**config.mk**
```make
export PLATFORM = sky130hd
export DESIGN_NAME = prio_irq_ctrl
export DESIGN_NICKNAME = d
export VERILOG_FILES = /design/src/rtl/irq_ctrl_pkg.sv /design/src/rtl/irq_edge_detect.sv /design/src/rtl/irq_state_regs.sv /design/src/rtl/irq_read_mux.sv /design/src/rtl/irq_prio_select.sv /design/src/rtl/prio_irq_ctrl.sv
export SDC_FILE = /design/constraint.sdc
export NUM_CORES = 1
export LEC_CHECK = 0
export BUFFER_PORTS_ARGS = -buffer_cell sky130_fd_sc_hd__buf_2
export CAP_MARGIN = 20
export CELL_PAD_IN_SITES_DETAIL_PLACEMENT = 0
export CELL_PAD_IN_SITES_GLOBAL_PLACEMENT = 1
export CORE_ASPECT_RATIO = 1.1
export CORE_MARGIN = 5
export CORE_UTILIZATION = 45
export CTS_CLUSTER_DIAMETER = 100
export DETAILED_ROUTE_END_ITERATION = 10
export GPL_ROUTABILITY_DRIVEN = 0
export GPL_TIMING_DRIVEN = 0
export PLACE_DENSITY = 0.87
export SYNTH_ARGS = -nofsm -noshare
export SYNTH_HDL_FRONTEND = slang
export SYNTH_SLANG_ARGS = --single-unit
```
**constraint.sdc**
```tcl
create_clock -name clk -period 3 [get_ports clk]
set_clock_uncertainty 0.05 [all_clocks]
set_input_delay 0.6 -clock clk [delete_from_list [all_inputs] [get_ports clk]]
set_output_delay 0.6 -clock clk [all_outputs]
set_load 0.03 [all_outputs]
```
**src/rtl/irq_ctrl_pkg.sv**
```systemverilog
package irq_ctrl_pkg;
  localparam int REG_AW = 8;

  localparam logic [REG_AW-1:0] OFS_LEVEL  = 8'h00;
  localparam logic [REG_AW-1:0] OFS_PEND   = 8'h04;
  localparam logic [REG_AW-1:0] OFS_FALIAS = 8'h08;
  localparam logic [REG_AW-1:0] OFS_CLEAR  = 8'h0C;
  localparam logic [REG_AW-1:0] OFS_STATUS = 8'h10;
  localparam logic [REG_AW-1:0] OFS_BCAST  = 8'h14;
  localparam logic [REG_AW-1:0] OFS_MASK   = 8'h40;
  localparam logic [REG_AW-1:0] OFS_FORCE  = 8'h80;

  // decoded write strobes, one per writable register
  typedef struct packed {
    logic level;
    logic falias;
    logic clear;
    logic bcast;
    logic mask;
    logic force_rmw;
  } wr_dec_t;
endpackage

```
**src/rtl/irq_edge_detect.sv**
```systemverilog
module irq_edge_detect #(
  parameter int NUM_IRQ = 16
) (
  input  logic               clk,
  input  logic               rst,
  input  logic [NUM_IRQ-1:0] line_i,
  output logic [NUM_IRQ-1:0] evt_o
);
  localparam logic [NUM_IRQ-1:0] VALID = ~NUM_IRQ'(1);

  logic [NUM_IRQ-1:0] prev_q;

  genvar g;
  generate
    for (g = 0; g < NUM_IRQ; g++) begin : g_line
      always_ff @(posedge clk) begin
        if (rst) prev_q[g] <= 1'b0;
        else     prev_q[g] <= line_i[g];
      end
    end
  endgenerate

  // slot 0 does not exist
  assign evt_o = line_i & ~prev_q & VALID;
endmodule

```
**src/rtl/irq_state_regs.sv**
```systemverilog
module irq_state_regs
  import irq_ctrl_pkg::*;
#(
  parameter int NUM_IRQ = 16,
  parameter int DATA_W  = 32,
  parameter int IDX_W   = $clog2(NUM_IRQ)
) (
  input  logic               clk,
  input  logic               rst,
  input  logic               bus_sel,
  input  logic               bus_wr,
  input  logic [REG_AW-1:0]  bus_addr,
  input  logic [DATA_W-1:0]  bus_wdata,
  input  logic [NUM_IRQ-1:0] evt_i,
  input  logic               ack_strobe,
  input  logic [IDX_W-1:0]   ack_num,
  output logic [NUM_IRQ-1:0] lvl_o,
  output logic [NUM_IRQ-1:0] pend_o,
  output logic [NUM_IRQ-1:0] frc_o,
  output logic [NUM_IRQ-1:0] bcast_o,
  output logic [NUM_IRQ-1:0] msk_o
);
  localparam int HALF = DATA_W / 2;
  localparam logic [NUM_IRQ-1:0] VALID = ~NUM_IRQ'(1);

  wr_dec_t dec;
  logic               wr_hit;
  logic [NUM_IRQ-1:0] set_field, clr_field, ack_vec, clr_vec, frc_base;
  logic [NUM_IRQ-1:0] pend_nxt, frc_nxt;
  logic [NUM_IRQ-1:0] lvl_q, pend_q, frc_q, bcast_q, msk_q;

  assign wr_hit    = bus_sel & bus_wr;
  assign set_field = bus_wdata[NUM_IRQ-1:0] & VALID;
  assign clr_field = bus_wdata[HALF +: NUM_IRQ] & VALID;

  always_comb begin
    dec           = '0;
    dec.level     = wr_hit && (bus_addr == OFS_LEVEL);
    dec.falias    = wr_hit && (bus_addr == OFS_FALIAS);
    dec.clear     = wr_hit && (bus_addr == OFS_CLEAR);
    dec.bcast     = wr_hit && (bus_addr == OFS_BCAST);
    dec.mask      = wr_hit && (bus_addr == OFS_MASK);
    dec.force_rmw = wr_hit && (bus_addr == OFS_FORCE);
  end

  always_comb begin
    ack_vec = '0;
    if (ack_strobe) ack_vec = (NUM_IRQ'(1) << ack_num) & VALID;
  end

  // order: bus write, then clear/ack, then line events (set wins)
  always_comb begin
    frc_base = frc_q;
    if (dec.falias)         frc_base = set_field;
    else if (dec.force_rmw) frc_base = (frc_q | set_field) & ~clr_field;
    clr_vec  = ack_vec | (dec.clear ? set_field : '0);
    frc_nxt  = (frc_base & ~clr_vec) | (evt_i & bcast_q);
    pend_nxt = (pend_q & ~clr_vec) | (evt_i & ~bcast_q);
  end

  always_ff @(posedge clk) begin
    if (rst) begin
      lvl_q   <= '0;
      pend_q  <= '0;
      frc_q   <= '0;
      bcast_q <= '0;
      msk_q   <= '0;
    end else begin
      pend_q <= pend_nxt;
      frc_q  <= frc_nxt;
      if (dec.level) lvl_q   <= set_field;
      if (dec.bcast) bcast_q <= set_field;
      if (dec.mask)  msk_q   <= set_field;
    end
  end

  assign lvl_o   = lvl_q;
  assign pend_o  = pend_q;
  assign frc_o   = frc_q;
  assign bcast_o = bcast_q;
  assign msk_o   = msk_q;
endmodule

```
**src/rtl/irq_read_mux.sv**
```systemverilog
module irq_read_mux
  import irq_ctrl_pkg::*;
#(
  parameter int NUM_IRQ = 16,
  parameter int DATA_W  = 32
) (
  input  logic               clk,
  input  logic               rst,
  input  logic               bus_sel,
  input  logic               bus_wr,
  input  logic [REG_AW-1:0]  bus_addr,
  input  logic [NUM_IRQ-1:0] lvl_i,
  input  logic [NUM_IRQ-1:0] pend_i,
  input  logic [NUM_IRQ-1:0] frc_i,
  input  logic [NUM_IRQ-1:0] bcast_i,
  input  logic [NUM_IRQ-1:0] msk_i,
  output logic [DATA_W-1:0]  rdata_o
);
  logic [DATA_W-1:0] rd_val;

  always_comb begin
    unique case (bus_addr)
      OFS_LEVEL:  rd_val = DATA_W'(lvl_i);
      OFS_PEND:   rd_val = DATA_W'(pend_i);
      OFS_FALIAS: rd_val = DATA_W'(frc_i);
      OFS_BCAST:  rd_val = DATA_W'(bcast_i);
      OFS_MASK:   rd_val = DATA_W'(msk_i);
      OFS_FORCE:  rd_val = DATA_W'(frc_i);
      default:    rd_val = '0;  // clear, status, unmapped
    endcase
  end

  always_ff @(posedge clk) begin
    if (rst)                   rdata_o <= '0;
    else if (bus_sel && !bus_wr) rdata_o <= rd_val;
    else                       rdata_o <= '0;
  end
endmodule

```
**src/rtl/irq_prio_select.sv**
```systemverilog
module irq_prio_select #(
  parameter int NUM_IRQ = 16,
  parameter int IDX_W   = $clog2(NUM_IRQ)
) (
  input  logic               clk,
  input  logic               rst,
  input  logic [NUM_IRQ-1:0] pend_i,
  input  logic [NUM_IRQ-1:0] frc_i,
  input  logic [NUM_IRQ-1:0] msk_i,
  input  logic [NUM_IRQ-1:0] lvl_i,
  output logic [IDX_W-1:0]   req_o
);
  logic [NUM_IRQ-1:0] active, grp_hi, grp_lo, chosen;
  logic [IDX_W-1:0]   top_idx;

  assign active = (pend_i | frc_i) & msk_i;
  assign grp_hi = active & lvl_i;
  assign grp_lo = active & ~lvl_i;
  assign chosen = (|grp_hi) ? grp_hi : grp_lo;

  // later (higher) index overrides earlier
  always_comb begin
    top_idx = '0;
    for (int i = 1; i < NUM_IRQ; i++)
      if (chosen[i]) top_idx = IDX_W'(i);
  end

  always_ff @(posedge clk) begin
    if (rst) req_o <= '0;
    else     req_o <= top_idx;
  end
endmodule

```
**src/rtl/prio_irq_ctrl.sv**
```systemverilog
module prio_irq_ctrl
  import irq_ctrl_pkg::*;
#(
  parameter int NUM_IRQ = 16,
  parameter int DATA_W  = 32,
  parameter int IDX_W   = $clog2(NUM_IRQ)
) (
  input  logic               clk,
  input  logic               rst,
  input  logic [NUM_IRQ-1:0] irq_in,
  input  logic               bus_sel,
  input  logic               bus_wr,
  input  logic [REG_AW-1:0]  bus_addr,
  input  logic [DATA_W-1:0]  bus_wdata,
  output logic [DATA_W-1:0]  bus_rdata,
  input  logic               ack_strobe,
  input  logic [IDX_W-1:0]   ack_num,
  output logic [IDX_W-1:0]   req_level
);
  logic [NUM_IRQ-1:0] evt, lvl_q, pend_q, frc_q, bcast_q, msk_q;

  irq_edge_detect #(.NUM_IRQ(NUM_IRQ)) u_edge (
    .clk(clk), .rst(rst), .line_i(irq_in), .evt_o(evt)
  );

  irq_state_regs #(.NUM_IRQ(NUM_IRQ), .DATA_W(DATA_W), .IDX_W(IDX_W)) u_regs (
    .clk(clk), .rst(rst),
    .bus_sel(bus_sel), .bus_wr(bus_wr), .bus_addr(bus_addr), .bus_wdata(bus_wdata),
    .evt_i(evt), .ack_strobe(ack_strobe), .ack_num(ack_num),
    .lvl_o(lvl_q), .pend_o(pend_q), .frc_o(frc_q), .bcast_o(bcast_q), .msk_o(msk_q)
  );

  irq_read_mux #(.NUM_IRQ(NUM_IRQ), .DATA_W(DATA_W)) u_rd (
    .clk(clk), .rst(rst),
    .bus_sel(bus_sel), .bus_wr(bus_wr), .bus_addr(bus_addr),
    .lvl_i(lvl_q), .pend_i(pend_q), .frc_i(frc_q), .bcast_i(bcast_q), .msk_i(msk_q),
    .rdata_o(bus_rdata)
  );

  irq_prio_select #(.NUM_IRQ(NUM_IRQ), .IDX_W(IDX_W)) u_prio (
    .clk(clk), .rst(rst),
    .pend_i(pend_q), .frc_i(frc_q), .msk_i(msk_q), .lvl_i(lvl_q),
    .req_o(req_level)
  );
endmodule

```
==> metrics.md <==
| Metric | Value |
|---|---|
| CP endpoint kind | `register` |
| GRT met1 Usage | `a little under a third` |
| Top FF cell, synth | `dfxtp_1` |
| Static Leak | `about 2.5 nW` |
| Share of post-route cells with drive strength above 1 | `between 20% and 30%` |
| Die Wd | `roughly 110 um` |
| Internal power | `between 2 and 2.5 mW` |
| Initial cell density of the core | `between 40% and 50%` |
| Rows | `around 40` |
| Vias in the first global route | `about 5,000` |
| FF/Latch Area | `approximately 2200 um^2` |
| Layout area overhead | `18.8%` |
| Core area | `around 12,000 um^2` |
| Num CTS Buffers | `9` |
| Initial antenna violation count | `0` |
| Tot Pwr | `between 3 and 4 mW` |
| Highest Clock Rate | `0.363 GHz` |
| Placed insts | `between 800 and 900` |
| Clock tree sinks | `roughly 110` |
| Maximum vdd drop | `~0.35 mV` |
| Multi-input gate area | `2950 um^2` |
| Fin util | `55.0%` |
| Most frequent cell after synthesis | `dfxtp_1` |
| Min cycle time layout | `around 2800 ps` |
| Crit-path max FO | `10` |
| Slew Limit Fails | `0` |
| Comb pwr share | `7.8%` |
| Switch share | `23.1%` |
| GR Util met2 | `between 30% and 40%` |
| Final period utilization | `about nine tenths` |
| Area share of the largest cell type after synthesis | `between 40% and 50%` |
| Post-synthesis cell area | `~5300 um^2` |
| Synth area leader | `dfxtp_1` |
| NetSw | `around 740 uW` |
| Hold Buf Count CTS | `0` |
| CP Launch Type | `register` |
| Reg2Reg Depth | `7` |
| Final Hold Viols | `0` |
| Post-CTS setup buffer count | `0` |
| Drt via density | `roughly 5.9` |
| EDFF count, synth | `0` |
| CP Data Required Time | `roughly 3100 ps` |
| Met3 GRT Util | `6.80%` |
| Seq pwr share | `46.7%` |
| Clk root buf | `clkbuf_16` |
| Synth unique cells | `47` |
| # nets final | `797` |
| Post-detail-place hpwl | `12,700 um` |
| H-tree depth | `3` |
| Pin count of the biggest net entering global routing | `18` |
| Critical Path AT | `about 2900 ps` |
| Asr flop ratio synth | `0%` |
| I/O Pins | `between 100 and 150` |
| Post-route setup slack | `247 ps` |
| Die Y | `124 um` |
| Status | `finished, final reports clean` |
| HP Class | `in2reg` |
| ANT nets after route | `0` |
| Avg WL per Cell | `between 15 and 20 um` |
| TritonCTS clock tree | `yes` |
| Number of diodes | `0` |
| Later-pin clock latency in the skew report | `roughly 360 ps` |
| Die Area | `about 14,000 um^2` |
| #FFs+latches synth | `109` |
| Total Routed Length | `17,600 um` |
| GR peak layer | `met2` |
| Power share of the clock group | `45.5%` |
| Rel. slew slack | `a little under half` |
| Clock transition at the registers of the reported paths | `about 70 ps` |
| First-pass GRT wire length | `about 27,000 um` |
| GR Util All Layers | `24.6%` |
| DP Worst Slack | `-63.5 ps` |
| Non-Filler Instances | `a little under 900` |
| Largest cells by area after synthesis | `dfxtp_1, a21oi_1, nand2_1` |
| 1st-iter DRT viols | `between 400 and 500` |
| RSZ-0062 raised after global routing | `false` |
| Syn_area_per_cell | `8.54 um^2` |
| GRT overflow | `0` |
| Top cells by count, synth | `dfxtp_1, a21oi_1, nand2_1` |
| Drt drc | `0` |
| Worst slew pin tran | `about 790 ps` |
| Power per cell area | `~510 nW/um^2` |
| Total iterations of the first detailed-routing run | `5` |
| Max Root-Sink Buffers | `2` |
| Vias | `about 5,200` |
| Post-cts repair resize count | `0` |
| Post-synthesis sequential area ratio | `40.8%` |
| Buffers on Ports | `roughly 80` |
| Max Cap Viol | `0` |
| Filler cells | `1,086` |
| Crit Path Class | `reg2reg` |
| Ys Warns | `0` |
| Hold path depth | `2` |
| Post-Syn Instances | `626` |
| Setup Viol. Count Final | `0` |
## per-layer routing
metal,vias up,share of wire (%)
li1,2462,-
met1,2450,41
met2,250,46
met3,47,9.6
met4,0,3.8
met5,-,0
## power groups by stage
stage | combinational (mW) | clock [mW] | sequential, mW
floorplan | 0.142 | 0 | 1.52
global placement | 0.240 | 0 | 1.53
detailed placement | 0.245 | 0 | 1.53
CTS | 0.246 | 1.46 | 1.50
global route | 0.269 | 1.53 | 1.50
finish | 0.250 | 1.46 | 1.50
## flip-flops by register name, summed over array words and instances, names as in the netlist
name	count
u_regs.frc_o	15
u_regs.bcast_o	15
u_rd.rdata_o	15
u_regs.pend_o	15
u_prio.req_o	4
u_regs.lvl_o	15
u_edge.prev_q	15
u_regs.msk_o	15
## critical path: stages (launching register included)
cell	delay, ps
dfxtp_1	350
o211ai_1	310
nand4_1	200
nor4_4	710
o221a_2	370
o211ai_1	130
a211oi_1	290
o22ai_1	170
## metrics by stage
step | setup TNS [ps] | area (um^2) | hold WS [ps]
after global routing | 0 | 6350 | 427
after CTS | 0 | 6350 | 421
after global placement | -329 | 5990 | 417
after floorplan | 0 | 5400 | 409
final | 0 | 6350 | 419
after detailed placement | -477 | 5990 | 428
## cell usage in the layout, fill, tap and decap left out, types with 3 or more instances in the layout
cell type	n
a21o_1	15
a21oi_1	92
a22oi_1	30
buf_2	85
buf_4	18
bufinv_16	4
clkbuf_1	23
clkbuf_16	9
conb_1	17
dfxtp_1	109
inv_1	3
mux2_2	15
mux2i_1	15
nand2_1	82
nand3_1	20
nand3b_1	17
nand4_1	7
nor2_1	49
nor2b_1	18
nor3_1	4
nor3b_1	15
nor4_4	3
o211ai_1	34
o21a_1	6
o21ai_0	7
o21bai_1	3
o221ai_1	4
o221ai_2	3
## path summary, 6_finish.rpt
check	start	endpoint	slack (ps)
max reg2reg	u_regs.frc_o[14]	u_prio.req_o[0]	250
min reg2reg	u_regs.msk_o[6]	u_regs.msk_o[6]	440
min	irq_in[1]	u_edge.prev_q[1]	420
max	u_regs.frc_o[14]	u_prio.req_o[0]	250
## cell type report
class | instances | area share, %
repair buffers | 79 | 6.23
well taps | 150 | 2.96
plain buffers | 48 | 4.14
clock buffers | 9 | 3.55
inverters | 3 | 0.177
multi-input cells | 482 | 46.4
flip-flops and latches | 109 | 34.4
clock inverters | 7 | 2.17
## logic make-up (layout without fill, tap and decap cells)
family,count (synthesis),after routing,share of synthesized area [%]
AND/OR/NAND/NOR,228,228,22.6
AO/OA/AOI/OAI,206,206,25.2
flip-flops,109,109,40.8
buffers and inverters,51,146,5.13
multiplexers,30,30,5.97
other,1,17,0.0702
XOR/XNOR,1,1,0.164
Power figures use the tool's default switching activity.
